[src/rtl/acq_pkg.sv]
package acq_pkg;
  typedef enum logic [1:0] {
    ST_IDLE = 2'd0,
    ST_ACQ  = 2'd1,
    ST_CONV = 2'd2,
    ST_RO   = 2'd3
  } acq_state_e;
endpackage

[src/rtl/acq_phase_timer.sv]
module acq_phase_timer #(
  parameter int W = 24
) (
  input  logic         clk_i,
  input  logic         rst_ni,
  input  logic         clr_i,
  input  logic [W-1:0] limit_i,
  output logic         expire_o
);
  logic [W-1:0] cnt_q;
  logic [W:0]   cnt_p1;

  assign cnt_p1   = {1'b0, cnt_q} + 1'b1;
  assign expire_o = cnt_p1 >= {1'b0, limit_i};

  always_ff @(posedge clk_i or negedge rst_ni) begin
    if (!rst_ni)       cnt_q <= '0;
    else if (clr_i)    cnt_q <= '0;
    else if (!(&cnt_q)) cnt_q <= cnt_q + 1'b1;
  end

  a_r3_count_bounded: assert property (@(posedge clk_i) disable iff (!rst_ni)
    (!clr_i && !(&cnt_q)) |=> (cnt_q == $past(cnt_q) + 1'b1));
endmodule

[src/rtl/acq_busy_ctrl.sv]
module acq_busy_ctrl (
  input  logic clk_i,
  input  logic rst_ni,
  input  logic set_i,
  input  logic clr_i,
  output logic busy_o
);
  logic busy_q;

  always_ff @(posedge clk_i or negedge rst_ni) begin
    if (!rst_ni)     busy_q <= 1'b0;
    else if (clr_i)  busy_q <= 1'b0;
    else if (set_i)  busy_q <= 1'b1;
  end

  assign busy_o = busy_q;

  a_r6_busy_sticky: assert property (@(posedge clk_i) disable iff (!rst_ni)
    (busy_q && !clr_i) |=> busy_q);
endmodule

[src/rtl/acq_start_mon.sv]
module acq_start_mon #(
  parameter int CNT_W = 8
) (
  input  logic             clk_i,
  input  logic             rst_ni,
  input  logic             start_i,
  input  logic             idle_i,
  output logic [CNT_W-1:0] cnt_o
);
  logic [CNT_W-1:0] cnt_q;

  always_ff @(posedge clk_i or negedge rst_ni) begin
    if (!rst_ni) cnt_q <= '0;
    else if (start_i && !idle_i && !(&cnt_q)) cnt_q <= cnt_q + 1'b1;
  end

  assign cnt_o = cnt_q;

  a_r9_cnt_monotonic: assert property (@(posedge clk_i) disable iff (!rst_ni)
    1'b1 |=> (cnt_q >= $past(cnt_q)));
  a_r9_idle_no_count: assert property (@(posedge clk_i) disable iff (!rst_ni)
    idle_i |=> $stable(cnt_q));
endmodule

[src/rtl/acq_cycle_ctrl.sv]
module acq_cycle_ctrl
  import acq_pkg::*;
#(
  parameter int N_ASIC   = 4,
  parameter int WIN_W    = 24,
  parameter int WDOG_CYC = 65536,
  parameter int CNT_W    = 8
) (
  input  logic              clk_i,
  input  logic              rst_ni,
  input  logic              start_i,
  input  logic              stop_i,
  input  logic [WIN_W-1:0]  win_limit_i,
  input  logic [N_ASIC-1:0] asic_full_i,
  input  logic              conv_done_i,
  input  logic              ro_done_i,
  input  logic              space_ok_i,
  output logic              pwr_preamp_o,
  output logic              pwr_adc_o,
  output logic              pwr_dig_o,
  output logic              busy_o,
  output logic [1:0]        phase_o,
  output logic              err_o,
  output logic [CNT_W-1:0]  ign_start_cnt_o
);
  localparam int WD_W  = $clog2(WDOG_CYC + 1);
  localparam int TMR_W = (WIN_W > WD_W) ? WIN_W : WD_W;

  acq_state_e state_q, state_d;
  logic       full_any, tmr_exp, wd_abort, accept, err_q;
  logic [TMR_W-1:0] tmr_limit;

  assign full_any = |asic_full_i;
  assign accept   = (state_q == ST_IDLE) && (state_d == ST_ACQ);

  always_comb begin
    state_d  = state_q;
    wd_abort = 1'b0;
    unique case (state_q)
      ST_IDLE: if (start_i && space_ok_i) state_d = ST_ACQ;
      ST_ACQ:  if (stop_i || full_any || tmr_exp) state_d = ST_CONV;
      ST_CONV: begin
        if (conv_done_i) state_d = ST_RO;
        else if (tmr_exp) begin
          state_d  = ST_IDLE;
          wd_abort = 1'b1;
        end
      end
      ST_RO: begin
        if (ro_done_i) state_d = ST_IDLE;
        else if (tmr_exp) begin
          state_d  = ST_IDLE;
          wd_abort = 1'b1;
        end
      end
      default: state_d = ST_IDLE;
    endcase
  end

  always_ff @(posedge clk_i or negedge rst_ni) begin
    if (!rst_ni) begin
      state_q <= ST_IDLE;
      err_q   <= 1'b0;
    end else begin
      state_q <= state_d;
      if (wd_abort)    err_q <= 1'b1;
      else if (accept) err_q <= 1'b0;
    end
  end

  assign tmr_limit = (state_q == ST_ACQ) ? TMR_W'(win_limit_i) : TMR_W'(WDOG_CYC);

  acq_phase_timer #(.W(TMR_W)) u_timer (
    .clk_i    (clk_i),
    .rst_ni   (rst_ni),
    .clr_i    (state_d != state_q),
    .limit_i  (tmr_limit),
    .expire_o (tmr_exp)
  );

  acq_busy_ctrl u_busy (
    .clk_i  (clk_i),
    .rst_ni (rst_ni),
    .set_i  ((state_q == ST_ACQ) && full_any),
    .clr_i  ((state_q != ST_IDLE) && (state_d == ST_IDLE)),
    .busy_o (busy_o)
  );

  acq_start_mon #(.CNT_W(CNT_W)) u_start_mon (
    .clk_i   (clk_i),
    .rst_ni  (rst_ni),
    .start_i (start_i),
    .idle_i  (state_q == ST_IDLE),
    .cnt_o   (ign_start_cnt_o)
  );

  assign pwr_preamp_o = (state_q == ST_ACQ);
  assign pwr_adc_o    = (state_q == ST_CONV);
  assign pwr_dig_o    = (state_q == ST_RO);
  assign phase_o      = state_q;
  assign err_o        = err_q;

  a_r1_pwr_exclusive: assert property (@(posedge clk_i) disable iff (!rst_ni)
    $onehot0({pwr_preamp_o, pwr_adc_o, pwr_dig_o}));
  a_r2_no_space_hold: assert property (@(posedge clk_i) disable iff (!rst_ni)
    (state_q == ST_IDLE && !space_ok_i) |=> (state_q == ST_IDLE));
  a_r4_stop_closes: assert property (@(posedge clk_i) disable iff (!rst_ni)
    (state_q == ST_ACQ && stop_i) |=> (state_q == ST_CONV));
  a_r5_full_busy: assert property (@(posedge clk_i) disable iff (!rst_ni)
    (state_q == ST_ACQ && full_any) |=> (busy_o && state_q == ST_CONV));
  a_r6_idle_full_quiet: assert property (@(posedge clk_i) disable iff (!rst_ni)
    (state_q == ST_IDLE && !busy_o) |=> !busy_o);
  a_r7_acq_exit: assert property (@(posedge clk_i) disable iff (!rst_ni)
    (state_q == ST_ACQ) |=> (state_q == ST_ACQ || state_q == ST_CONV));
  a_r8_abort_err: assert property (@(posedge clk_i) disable iff (!rst_ni)
    wd_abort |=> (err_o && state_q == ST_IDLE));
endmodule

[config.mk]
export PLATFORM = sky130hd
export DESIGN_NAME = acq_cycle_ctrl
export DESIGN_NICKNAME = d
export VERILOG_FILES = /design/src/rtl/acq_pkg.sv /design/src/rtl/acq_phase_timer.sv /design/src/rtl/acq_busy_ctrl.sv /design/src/rtl/acq_start_mon.sv /design/src/rtl/acq_cycle_ctrl.sv
export SDC_FILE = /design/constraint.sdc
export NUM_CORES = 1
export LEC_CHECK = 0
export BUFFER_PORTS_ARGS = -buffer_cell sky130_fd_sc_hd__buf_2
export CORE_AREA = 5 5 66 83
export DETAILED_ROUTE_END_ITERATION = 7
export DIE_AREA = 0 0 71 88
export PLACE_DENSITY = 0.82
export REMOVE_ABC_BUFFERS = 1
export SETUP_SLACK_MARGIN = 0.15
export SLEW_MARGIN = 30
export SYNTH_ARGS = -nofsm -noshare
export SYNTH_HDL_FRONTEND = slang
export SYNTH_SLANG_ARGS = --single-unit
[constraint.sdc]
create_clock -name clk_i -period 6.3 [get_ports clk_i]
set_input_delay 0.315 -clock clk_i [delete_from_list [all_inputs] [get_ports clk_i]]
set_output_delay 0.315 -clock clk_i [all_outputs]
set_load 0.05 [all_outputs]
==> results_tabular.tex, run 1 <==
\begin{tabular}{lr}
\hline
Metric & Value \\
\hline
\multicolumn{2}{l}{\textbf{Routing}} \\
\quad Routed WL per cell & $\sim$15 µm \\
\quad Average via count per standard cell & 5.74 \\
\quad Routed Antenna Nets & 0 \\
\quad Routed wire length & $\sim$6200 µm \\
\quad Post-route DRC & 0 \\
\quad Number of DRC markers after the initial detailed-route iteration & a little over 100 \\
\quad Total iterations of the first detailed-routing run & 4 \\
\quad Number of vias after detailed routing & about 2.4k \\
\multicolumn{2}{l}{\textbf{Clock network}} \\
\quad H-tree levels & 2 \\
\quad Clock Sinks & 36 \\
\quad Post-CTS clock slew at the launch and capture registers of the worst setup and hold paths & around 0.07 ns \\
\quad Buffer type at the clock tree root & clkbuf\_8 \\
\quad Insertion delay to the later sink of the worst-skew pair & a little under 0.3 ns \\
\quad Number of instances resized during post-cts repair & 0 \\
\quad CTS tree & done \\
\quad Hold bufs inserted after CTS & 0 \\
\quad Total clock buffers created by CTS & 5 \\
\quad Buffers inserted during post-CTS setup optimization & 0 \\
\quad Clock Path Buffers & 2 \\
\multicolumn{2}{l}{\textbf{Logic synthesis}} \\
\quad Combinational family with the most area after synthesis & simple AND/OR/NAND/NOR gates \\
\quad Post-synthesis sequential element count & 36 \\
\quad Compound-Gate Fraction of Synth Area & around 10\% \\
\quad Share of the synthesized netlist area taken by xor and xnor gates & about a tenth \\
\quad Multiplexer area fraction after synthesis & approximately 2.3\% \\
\quad Summed instance area of the synthesized netlist & between 0.002 and 0.003 mm² \\
\quad Count of unique library cells instantiated by Yosys & between 40 and 50 \\
\quad Total of warnings raised by yosys & 0 \\
\quad Post-Syn Area per Cell & 8.57 µm² \\
\quad Post-synthesis adder-cell area fraction & between 10 and 15\% \\
\quad Mapped Cells & approximately 310 \\
\quad Fraction of the yosys area taken by sequential cells & 33.6\% \\
\quad Post-Synth Simple-Gate Area & approximately 28\% \\
\multicolumn{2}{l}{\textbf{Power and ir drop}} \\
\quad Power density of the placed cells & 327 mW/mm² \\
\quad Reported net switching power & just under 0.5 mW \\
\quad Fraction of power consumed by sequential logic & around 34\% \\
\quad Leakage component of the power & 1.51 nW \\
\quad P\_int & between 0.5 and 0.6 mW \\
\quad Switching portion of total power & 49.2\% \\
\quad VDD IR-drop max & between 0.3 and 0.4 mV \\
\quad Logic gate share of total power & roughly 50\% \\
\quad Clock group share of total power & approximately 16\% \\
\multicolumn{2}{l}{\textbf{Global route}} \\
\quad Global routing usage summed across all routing layers & a little over a fifth \\
\quad GRT Residual Overflow & 0 \\
\quad Global-route wire length before repair & approximately 11,000 µm \\
\quad Number of global-route vias before repair & 2,402 \\
\quad Number of antenna violations at the first check in global routing & 0 \\
\quad Largest net degree at the start of global routing & 37 \\
\multicolumn{2}{l}{\textbf{Die}} \\
\quad Initial Utilization & between 50\% and 60\% \\
\quad Die W & 71 µm \\
\quad Placement Rows & 28 \\
\quad Die Height & around 88 µm \\
\quad Core region area & 0.00462 mm² \\
\quad Die footprint & 0.00625 mm² \\
\quad Top-level I/O count & 50 \\
\multicolumn{2}{l}{\textbf{Setup path}} \\
\quad CP Cell Sequence & ha\_1, nand2\_1, or3\_1, nor3b\_1, xor2\_1, ha\_1, nand3\_1, nor4\_1, and3\_1, nor3\_2, a21oi\_4, nor3\_1 \\
\quad Number of cells on the worst reg-to-reg path & 12 \\
\quad Category of the worst setup path capture point & flip-flop \\
\quad Launch instance of the worst register-to-register path & u\_timer.cnt\_q[0] \\
\quad Slowest stage cell on the critical path & a21oi\_4 \\
\quad Cell occurring most often along the worst timing path & ha\_1 \\
\quad Critical-path maximum fanout & 24 \\
\quad R2R Path End & u\_timer.cnt\_q[5] \\
\quad Required time at the endpoint of the critical path & roughly 6.4 ns \\
\quad Reg2Reg Setup Slack & 2.51 ns \\
\quad CP Data Arrival Time & just under 4 ns \\
\quad Crit start category & flip-flop \\
\quad Highest cell delay on the worst timing path & 0.58 ns \\
\quad Startpoint-to-endpoint class of the critical path & reg2reg \\
\multicolumn{2}{l}{\textbf{Run}} \\
\quad Max cap viols & 0 \\
\multicolumn{2}{l}{\textbf{Timing}} \\
\quad Total count of max-transition violations in the final report & 0 \\
\quad RSZ-0062 raised after global routing & no \\
\quad Hold slack & between 0.1 and 0.15 ns \\
\quad Final clock period utilization by the worst path & between 60\% and 70\% \\
\quad Measured slew at the worst slew-check pin & roughly 0.91 ns \\
\quad Clock skew & around 0.0073 ns \\
\quad Aggregate negative setup slack & 0 ns \\
\quad Period minus WS final & between 3 and 4 ns \\
\quad Number of failing setup endpoints in the final timing report & 0 \\
\quad Final Hold Violating Endpoints & 0 \\
\quad Maximum clock frequency & 264 MHz \\
\quad Slew HR & roughly two fifths \\
\multicolumn{2}{l}{\textbf{Status}} \\
\quad Outcome & completed \\
\multicolumn{2}{l}{\textbf{Layout}} \\
\quad Most frequent standard cell in the layout excluding fill and tap cells & buf\_2 \\
\quad Final Net Count & between 400 and 500 \\
\quad Antenna diode instance count & 0 \\
\quad Share of post-route cells with drive strength above 1 & 19.0\% \\
\quad Commonest cells after routing, fill and taps aside & 49 x buf\_2, 46 x nand2\_1, 36 x dfrtp\_1 \\
\quad Area overhead of the layout relative to synthesis & 13.0\% \\
\multicolumn{2}{l}{\textbf{Placement}} \\
\quad Gpl congestion & 0.862 \\
\quad HPWL after DPL & between 4000 and 5000 µm \\
\quad Number of I/O port buffers & about 50 \\
\multicolumn{2}{l}{\textbf{Worst hold path}} \\
\quad Worst min path class & in2async \\
\hline
\end{tabular}
## per-stage QoR
step	total power, mW	setup slack [ns]	utilization, %	instances	area (µm²)
floorplan	0.701	1.58	-	301	2620
global placement	0.823	2.73	63.8	411	2950
detailed placement	0.842	2.54	63.8	411	2950
CTS	0.999	2.52	65.4	418	3030
global route	1.07	2.25	65.6	418	3030
finish	0.992	2.51	65.6	418	3030
## how the worst max path moves through the flow
| stage | startpoint | slack [ns] | end | cells after the start |
|---|---|---|---|---|
| after global placement | u_timer.cnt_q[0] | 2.73 | u_timer.cnt_q[22] | 12 |
| after detailed placement | u_timer.cnt_q[0] | 2.54 | u_timer.cnt_q[9] | 12 |
| after floorplan | phase_o[0] | 1.58 | u_timer.cnt_q[17] | 9 |
| final | u_timer.cnt_q[0] | 2.51 | u_timer.cnt_q[5] | 12 |
| after CTS | u_timer.cnt_q[0] | 2.52 | u_timer.cnt_q[9] | 12 |
| after global routing | u_timer.cnt_q[0] | 2.25 | u_timer.cnt_q[5] | 12 |
## flip-flops by register name, summed over array words and instances (netlist names)
register and count:
u_timer.cnt_q 24, err_o 1, phase_o 2, u_start_mon.cnt_o 8
u_busy.busy_o 1
## worst max-delay path: cells and delay by family, from the launching register on
| family | cells | cell delay (ns) |
|---|---|---|
| adders and majority gates | 2 | 0.60 |
| and+or+nand+nor | 8 | 1.91 |
| xor gates and xnor gates | 1 | 0.13 |
| DFF | 1 | 0.42 |
| AOI/OAI and AO/OA | 1 | 0.58 |
## power groups by stage
stage	Clock [mW]	Combinational [mW]	Sequential [mW]
final	0.154	0.501	0.336
after global routing	0.167	0.552	0.348
after CTS	0.158	0.506	0.334
after detailed placement	0	0.504	0.338
after global placement	0	0.489	0.334
after floorplan	0	0.268	0.432
## layout make-up
class                   count  area, µm²
flip-flops and latches     36        901
clock inverters             1       5.00
well taps                  60       75.1
repair buffers             50        253
fillers                   412       1590
multi-input cells         257       1700
inverters                   8       30.0
clock buffers               6       72.6
## routing by layer
metal	up-vias	global-route usage (%)	part of all wire (%)
met3	9	4.48	5.6
met5	-	0	0
met4	0	6.15	1.6
met2	65	38.6	52
met1	1140	26.4	41
li1	1187	-	-
## synth_stat cells (all sizes together)
library cell,count,area [µm²]
a21oi,15,86.3
a22o,1,8.76
o21bai,1,7.51
ha,26,325
a211oi,6,45.0
buf,6,42.5
and4,1,8.76
nor4,3,18.8
o41ai,1,8.76
a41o,1,10.0
a221oi,1,8.76
nand3,15,75.1
or2,2,12.5
o31ai,1,7.51
dfrtp,36,901
nor3b,1,7.51
nor2,28,113
or3,4,30.0
mux2i,4,40.0
o221a,1,11.3
a21o,4,30.0
nand2b,2,12.5
nand4,10,62.6
inv,8,30.0
a32o,1,10.0
xnor2,14,123
and2,3,18.8
and3,7,43.8
nand2,47,179
clkbuf,6,22.5
mux2,2,22.5
nor3,24,136
nor2b,6,37.5
or4,1,7.51
xor2,16,140
o21ai,8,40.0
## cells by family (layout without fill, tap and decap cells)
| kind of cell | after synthesis | count (layout) |
|---|---|---|
| AOI/OAI and AO/OA | 41 | 41 |
| xor gates and xnor gates | 30 | 30 |
| adders and majority gates | 26 | 26 |
| DFF | 36 | 36 |
| buffers and inverters | 20 | 65 |
| and+or+nand+nor | 154 | 154 |
| muxes | 6 | 6 |
(Power assumes the default switching activity.)
==> run 2, diff against run 1 <==
- CORE_AREA: 5 5 66 83 -> 5 5 71 90
- DIE_AREA: 0 0 71 88 -> 0 0 76 95
- PLACE_DENSITY: 0.82 -> 0.73
- clock period: 6.3 -> 3.27 ns (I/O delays scaled with it)
==> run 2 against run 1 <==
Net effect:
- the run now ends with negative setup slack left
- die area is 16% higher
- sequential share of layout area is 6.0 points lower
- first-iteration DRC count is 56% higher
- sequential power is 81% higher
- critical path type unchanged
- largest cell class unchanged
==> results_tabular.tex, run 2 (synthesis gave the netlist of run 1 again) <==
\begin{tabular}{lr}
\hline
Metric & Value \\
\hline
\multicolumn{2}{l}{\textbf{Status}} \\
\quad Outcome & finished with violations \\
\quad Failing checks & negative setup slack \\
\multicolumn{2}{l}{\textbf{Timing}} \\
\quad Final Hold Violating Endpoints & 0 \\
\quad RSZ-0062 raised after global routing & yes \\
\quad Period minus WS final & between 3 and 4 ns \\
\quad Maximum clock frequency & just over 300 MHz \\
\quad Total count of max-transition violations in the final report & 0 \\
\quad Aggregate negative setup slack & -0.00968 ns \\
\quad Final clock period utilization by the worst path & 100\% \\
\quad Number of failing setup endpoints in the final timing report & 1 \\
\quad Measured slew at the worst slew-check pin & slightly above 0.8 ns \\
\quad Hold slack & 0.202 ns \\
\quad Slew HR & between 40\% and 50\% \\
\quad Clock skew & 0.0144 ns \\
\quad Final critical-path setup slack & -0.00968 ns \\
\multicolumn{2}{l}{\textbf{Setup path}} \\
\quad Category of the worst setup path capture point & flip-flop \\
\quad WP depth & 15 \\
\quad WP buf/inv & 3 \\
\quad Crit start category & flip-flop \\
\quad Startpoint-to-endpoint class of the critical path & reg2reg \\
\quad Required time at the endpoint of the critical path & between 3 and 4 ns \\
\quad Launch instance of the worst register-to-register path & u\_timer.cnt\_q[9] \\
\quad Critical-path maximum fanout & 10 \\
\quad Kind of cell adding the most delay to the critical path & simple AND/OR/NAND/NOR gates \\
\quad Reg2Reg Setup Slack & -0.01 ns \\
\quad R2R Path End & u\_timer.cnt\_q[3] \\
\quad Number of cells on the worst reg-to-reg path & 15 \\
\quad Slowest stage cell on the critical path & dfrtp\_1 \\
\quad Highest cell delay on the worst timing path & 0.37 ns \\
\quad CP Data Arrival Time & approximately 3.5 ns \\
\quad CP Cell Sequence & nand4\_1, buf\_4, or2\_2, nor2\_2, nand4\_1, xor2\_1, inv\_1, ha\_4, a41o\_1, a21oi\_1, nor3\_1, nor3\_4, a21oi\_4, buf\_12, nor3\_1 \\
\multicolumn{2}{l}{\textbf{Routing}} \\
\quad Number of DRC markers after the initial detailed-route iteration & 161 \\
\quad Routed Antenna Nets & 0 \\
\quad Post-route DRC & 0 \\
\quad Number of vias after detailed routing & approximately 2.8k \\
\quad Routed WL per cell & 16.9 µm \\
\quad Routed wire length & between 8000 and 9000 µm \\
\quad Total iterations of the first detailed-routing run & 4 \\
\quad Average via count per standard cell & just under 6 \\
\multicolumn{2}{l}{\textbf{Layout}} \\
\quad Antenna diode instance count & 0 \\
\quad Fill cell instance count of the final layout & 420 \\
\quad Flip-flop count of the largest register, all copies and words added & 24 \\
\quad Layout Cell Area excl Fill & roughly 0.0038 mm² \\
\quad Final design utilization & around 70\% \\
\quad Register name with the most flops & u\_timer.cnt\_q \\
\quad Final instance count without filler cells & around 480 \\
\quad Commonest cells after routing, fill and taps aside & 49 x buf\_2, 43 x nand2\_1, 42 x buf\_4 \\
\quad Area overhead of the layout relative to synthesis & 41.7\% \\
\quad Most frequent standard cell in the layout excluding fill and tap cells & buf\_2 \\
\quad Final Net Count & $\sim$470 \\
\quad Share of post-route cells with drive strength above 1 & between 40\% and 50\% \\
\multicolumn{2}{l}{\textbf{Clock network}} \\
\quad Clock Sinks & 36 \\
\quad Post-CTS clock slew at the launch and capture registers of the worst setup and hold paths & $\sim$0.08 ns \\
\quad CTS tree & done \\
\quad H-tree levels & 2 \\
\quad Buffer type at the clock tree root & clkbuf\_8 \\
\quad Clock Path Buffers & 2 \\
\quad Insertion delay to the later sink of the worst-skew pair & 0.30 ns \\
\quad Total clock buffers created by CTS & 5 \\
\multicolumn{2}{l}{\textbf{Placement}} \\
\quad Pre-CTS setup slack & -0.0842 ns \\
\quad HPWL after DPL & about 5300 µm \\
\quad Gpl congestion & $\sim$0.91 \\
\quad Post-Place Cell Area & roughly 0.0031 mm² \\
\quad Number of cells in the design after placement & 440 \\
\quad Number of I/O port buffers & between 40 and 50 \\
\multicolumn{2}{l}{\textbf{Die}} \\
\quad Placement Rows & 31 \\
\quad Die footprint & between 0.007 and 0.008 mm² \\
\quad Initial Utilization & just under 50\% \\
\quad Die W & between 70 and 80 µm \\
\quad Core region area & $\sim$0.0055 mm² \\
\quad Die Height & 95 µm \\
\quad Top-level I/O count & 50 \\
\multicolumn{2}{l}{\textbf{Worst hold path}} \\
\quad Worst min path class & in2reg \\
\quad WHS Path Cells & 4 \\
\quad End point of the worst hold path & phase\_o[0] \\
\quad Beginning of the worst hold path & stop\_i \\
\multicolumn{2}{l}{\textbf{Global route}} \\
\quad Global-route layer with the greatest usage & met2 \\
\quad Global-route met1 utilization & a little over a fifth \\
\quad Met2 demand-to-capacity share in global routing & 38.1\% \\
\quad Global routing usage summed across all routing layers & approximately a fifth \\
\quad Largest net degree at the start of global routing & 37 \\
\quad Number of global-route vias before repair & about 2.6k \\
\quad GRT Residual Overflow & 0 \\
\quad Number of antenna violations at the first check in global routing & 0 \\
\quad Met3 GRT Util & under 10\% \\
\quad Global-route wire length before repair & about 12,000 µm \\
\multicolumn{2}{l}{\textbf{Run}} \\
\quad Max cap viols & 0 \\
\multicolumn{2}{l}{\textbf{Power and ir drop}} \\
\quad Power density of the placed cells & 612 mW/mm² \\
\quad VDD IR-drop max & approximately 0.54 mV \\
\quad Total power consumption of the routed design & 2.33 mW \\
\quad Leakage component of the power & around 1.9 nW \\
\hline
\end{tabular}
## run 2: worst max path at each step
stage                         to  slack, ns             start
2_1_floorplan  u_timer.cnt_q[17]      -1.45        phase_o[0]
3_3_place_gp               err_o      -0.06  u_timer.cnt_q[0]
3_5_place_dp               err_o      -0.08  u_timer.cnt_q[0]
4_1_cts        u_timer.cnt_q[14]       0.12  u_timer.cnt_q[0]
5_1_grt         u_timer.cnt_q[3]      -0.13  u_timer.cnt_q[9]
6_report        u_timer.cnt_q[3]      -0.01  u_timer.cnt_q[9]
## run 2: routing by layer
layer	wire length, µm	vias up
li1	-	1301
met1	3010	1346
met2	4290	83
met4	323	0
met5	0	-
met3	444	31
## run 2: worst register-to-register path, stage by stage, from the launching register on
cell and delay, ns:
dfrtp_1 0.37, nand4_1 0.20, buf_4 0.20, or2_2 0.28, nor2_2 0.10, nand4_1 0.12, xor2_1 0.22, inv_1 0.11
ha_4 0.25, a41o_1 0.21, a21oi_1 0.22, nor3_1 0.11, nor3_4 0.22, a21oi_4 0.14, buf_12 0.19, nor3_1 0.23
## run 2: final cells by class
cell class	count	area [µm²]	area share, %
multi-input combinational	257	1990	52.4
sequential	36	903	23.7
timing repair buffer	102	706	18.6
clock buffer	8	90.1	2.37
tap	66	82.6	2.17
inverter	8	30.0	0.789
## run 2: what timing repair did
| action | in CTS | in global routing |
|---|---|---|
| pin swaps | 8 | 19 |
| cloned | 2 | 1 |
| setup endpoints to repair | 28 | 28 |
| buffers inserted | 11 | 14 |
| gates resized for setup | 29 | 39 |
| hold endpoints to repair | 36 | 0 |
| hold buffers | 1 | 0 |
## run 2: power breakdown
part / switching, mW / internal [mW]
Combinational: 0.855 / 0.538
Clock: 0.155 / 0.172
Sequential: 0.0829 / 0.526
Total: 1.09 / 1.24
==> run 3, diff against run 2 <==
- CORE_AREA: 5 5 71 90 -> 5 5 71 89
- CTS_BUF_LIST: not set -> sky130_fd_sc_hd__clkbuf_4
- DIE_AREA: 0 0 76 95 -> 0 0 76 94
- PLACE_DENSITY: 0.73 -> 0.74
==> run 3 against run 2 <==
Net effect:
- the run still ends with negative setup slack left
- setup slack got worse by 0.012 ns
- power decreased by 7.2%
- register-to-register slack about the same
- count of clock-buffer cells in the layout decreased by 3
- non-clock buffer count increased by 1
- worst hold slack got worse by 0.065 ns
- clock skew increased by 0.0035 ns
- first-iteration DRC count decreased by 7.5%
- final area decreased by 3.1%
- via count decreased by 3.2%
- fmax decreased by 0.35%
- die area decreased by 1.1%
- largest power group unchanged
==> results_tabular.tex, run 3 (synthesis gave the netlist of run 1 again) <==
\begin{tabular}{lr}
\hline
Metric & Value \\
\hline
\multicolumn{2}{l}{\textbf{Layout}} \\
\quad Register name with the most flops & u\_timer.cnt\_q \\
\quad Final instance count without filler cells & between 400 and 500 \\
\quad Commonest cells after routing, fill and taps aside & 49 x buf\_2, 45 x buf\_4, 44 x nand2\_1 \\
\quad Share of post-route cells with drive strength above 1 & between 30\% and 40\% \\
\quad Flip-flop count of the largest register, all copies and words added & 24 \\
\quad Area overhead of the layout relative to synthesis & 37.4\% \\
\quad Final Net Count & around 470 \\
\quad Most frequent standard cell in the layout excluding fill and tap cells & buf\_2 \\
\quad Layout Cell Area excl Fill & $\sim$0.0037 mm² \\
\quad Antenna diode instance count & 0 \\
\multicolumn{2}{l}{\textbf{Status}} \\
\quad Outcome & finished with violations \\
\quad Failing checks & negative setup slack \\
\multicolumn{2}{l}{\textbf{Placement}} \\
\quad Post-Place Cell Area & between 0.003 and 0.004 mm² \\
\quad Number of I/O port buffers & a little under 50 \\
\quad HPWL after DPL & 4910 µm \\
\quad Pre-CTS setup slack & -0.249 ns \\
\quad Number of cells in the design after placement & between 400 and 500 \\
\quad Gpl congestion & between 0.9 and 1 \\
\multicolumn{2}{l}{\textbf{Clock network}} \\
\quad CTS tree & done \\
\quad Buffer type at the clock tree root & clkbuf\_4 \\
\quad Clock Sinks & 36 \\
\quad H-tree levels & 2 \\
\quad Total clock buffers created by CTS & 5 \\
\quad Clock Path Buffers & 2 \\
\quad Post-CTS clock slew at the launch and capture registers of the worst setup and hold paths & approximately 0.11 ns \\
\quad Insertion delay to the later sink of the worst-skew pair & around 0.35 ns \\
\multicolumn{2}{l}{\textbf{Setup path}} \\
\quad CP Data Arrival Time & approximately 3.6 ns \\
\quad Startpoint-to-endpoint class of the critical path & reg2reg \\
\quad Required time at the endpoint of the critical path & $\sim$3.5 ns \\
\quad Launch point of the worst path & u\_timer.cnt\_q[18] \\
\quad Critical-path maximum fanout & 7 \\
\quad Launch instance of the worst register-to-register path & u\_timer.cnt\_q[18] \\
\quad Crit start category & flip-flop \\
\quad Category of the worst setup path capture point & flip-flop \\
\multicolumn{2}{l}{\textbf{Routing}} \\
\quad Total iterations of the first detailed-routing run & 4 \\
\quad Post-route DRC & 0 \\
\quad Routed Antenna Nets & 0 \\
\quad Average via count per standard cell & about 5.6 \\
\quad Number of DRC markers after the initial detailed-route iteration & $\sim$150 \\
\quad Routed wire length & just under 8000 µm \\
\quad Number of vias after detailed routing & roughly 2.7k \\
\quad Routed WL per cell & roughly 16 µm \\
\multicolumn{2}{l}{\textbf{Timing}} \\
\quad Number of failing setup endpoints in the final timing report & 1 \\
\quad Clock skew & between 0.015 and 0.02 ns \\
\quad Period minus WS final & $\sim$3.3 ns \\
\quad Aggregate negative setup slack & -0.0212 ns \\
\quad Maximum clock frequency & a little over 300 MHz \\
\quad Slew HR & a little under half \\
\quad RSZ-0062 raised after global routing & yes \\
\quad Final clock period utilization by the worst path & 101\% \\
\quad Final Hold Violating Endpoints & 0 \\
\quad Total count of max-transition violations in the final report & 0 \\
\quad Measured slew at the worst slew-check pin & 0.822 ns \\
\quad Final critical-path setup slack & -0.0212 ns \\
\multicolumn{2}{l}{\textbf{Die}} \\
\quad Top-level I/O count & 50 \\
\quad Placement Rows & 30 \\
\quad Die W & roughly 76 µm \\
\quad Die Height & 94 µm \\
\quad Core region area & roughly 0.0054 mm² \\
\quad Initial Utilization & about half \\
\quad Die footprint & between 0.007 and 0.008 mm² \\
\multicolumn{2}{l}{\textbf{Global route}} \\
\quad Global-route wire length before repair & 11,900 µm \\
\quad GRT Residual Overflow & 0 \\
\quad Global routing usage summed across all routing layers & $\sim$20\% \\
\quad Largest net degree at the start of global routing & 37 \\
\quad Number of antenna violations at the first check in global routing & 0 \\
\quad Number of global-route vias before repair & between 2k and 3k \\
\multicolumn{2}{l}{\textbf{Worst hold path}} \\
\quad Beginning of the worst hold path & ro\_done\_i \\
\quad Worst min path class & in2reg \\
\multicolumn{2}{l}{\textbf{Power and ir drop}} \\
\quad Total power consumption of the routed design & approximately 2.2 mW \\
\quad Power density of the placed cells & roughly 590 mW/mm² \\
\quad VDD IR-drop max & 0.620 mV \\
\quad Leakage component of the power & around 1.9 nW \\
\multicolumn{2}{l}{\textbf{Run}} \\
\quad Max cap viols & 0 \\
\hline
\end{tabular}
[run 3: cell count changes in the layout (fill, tap and decap cells not counted), moves of 3 or more]
cell,before,now
and3_1,2,5
clkbuf_8,6,0
and3_4,5,2
buf_4,42,45
clkbuf_4,0,5
[run 3: path summary, 6_finish.rpt]
| check | to | slack (ns) | cells after the start |
|---|---|---|---|
| worst max-delay path | u_timer.cnt_q[14] | -0.02 | 14 |
| min in group asynchronous | u_start_mon.cnt_o[2] | 0.44 | 2 |
| worst min-delay path | u_busy.busy_o | 0.14 | 4 |
| worst max register to register | u_timer.cnt_q[14] | -0.02 | 14 |
| max in group asynchronous | u_timer.cnt_q[3] | 2.31 | 2 |
| worst min register to register | err_o | 0.51 | 1 |
[run 3: report_power, final]
| group | total [mW] | switching [mW] | internal (mW) | leakage (nW) |
|---|---|---|---|---|
| Sequential | 0.597 | 0.0744 | 0.523 | 0.480 |
| Clock | 0.224 | 0.149 | 0.0751 | 0.0261 |
| Combinational | 1.34 | 0.828 | 0.511 | 1.35 |
[run 3: critical path: stages, from the launching register on]
cell and delay [ns]:
dfrtp_1 0.43, and4_1 0.28, and2_1 0.19, and3_1 0.20, nor3b_2 0.18, buf_4 0.15
xor2_1 0.17, ha_1 0.29, and3_4 0.19, a221oi_2 0.23, o21ai_1 0.11, a21oi_2 0.24
a21oi_4 0.13, buf_6 0.20, a211oi_2 0.21
[run 3: timing repair]
| action | CTS | global route |
|---|---|---|
| pin swaps | 11 | 29 |
| gates cloned | 3 | 0 |
| hold buffers | 1 | 0 |
| endpoints found under the hold margin | 36 | 0 |
| gates resized for setup | 24 | 32 |
| endpoints found under the setup margin | 28 | 28 |
| buffers inserted | 19 | 6 |
[run 3: metrics by stage]
| stage | hold slack [ns] | util [%] |
|---|---|---|
| 3_5_place_dp | 0.306 | 58.5 |
| 4_1_cts | 0.143 | 64.6 |
| 2_1_floorplan | -0.132 | - |
| 5_1_grt | 0.139 | 68.7 |
| 6_report | 0.137 | 68.7 |
| 3_3_place_gp | 0.308 | 58.5 |
[run 3: cell type report]
type,count,area [µm²]
multi-input cells,258,1940
fillers,424,1680
flip-flops and latches,36,901
repair buffers,103,692
well taps,64,80.1
clock buffers,5,37.5
inverters,8,30.0
clock inverters,2,7.51
[run 3: routing by layer]
layer	track usage, %	routed length, µm
met1	23.2	3050
met5	0	0
met3	4.13	417
met2	37.5	4010
met4	7.12	269
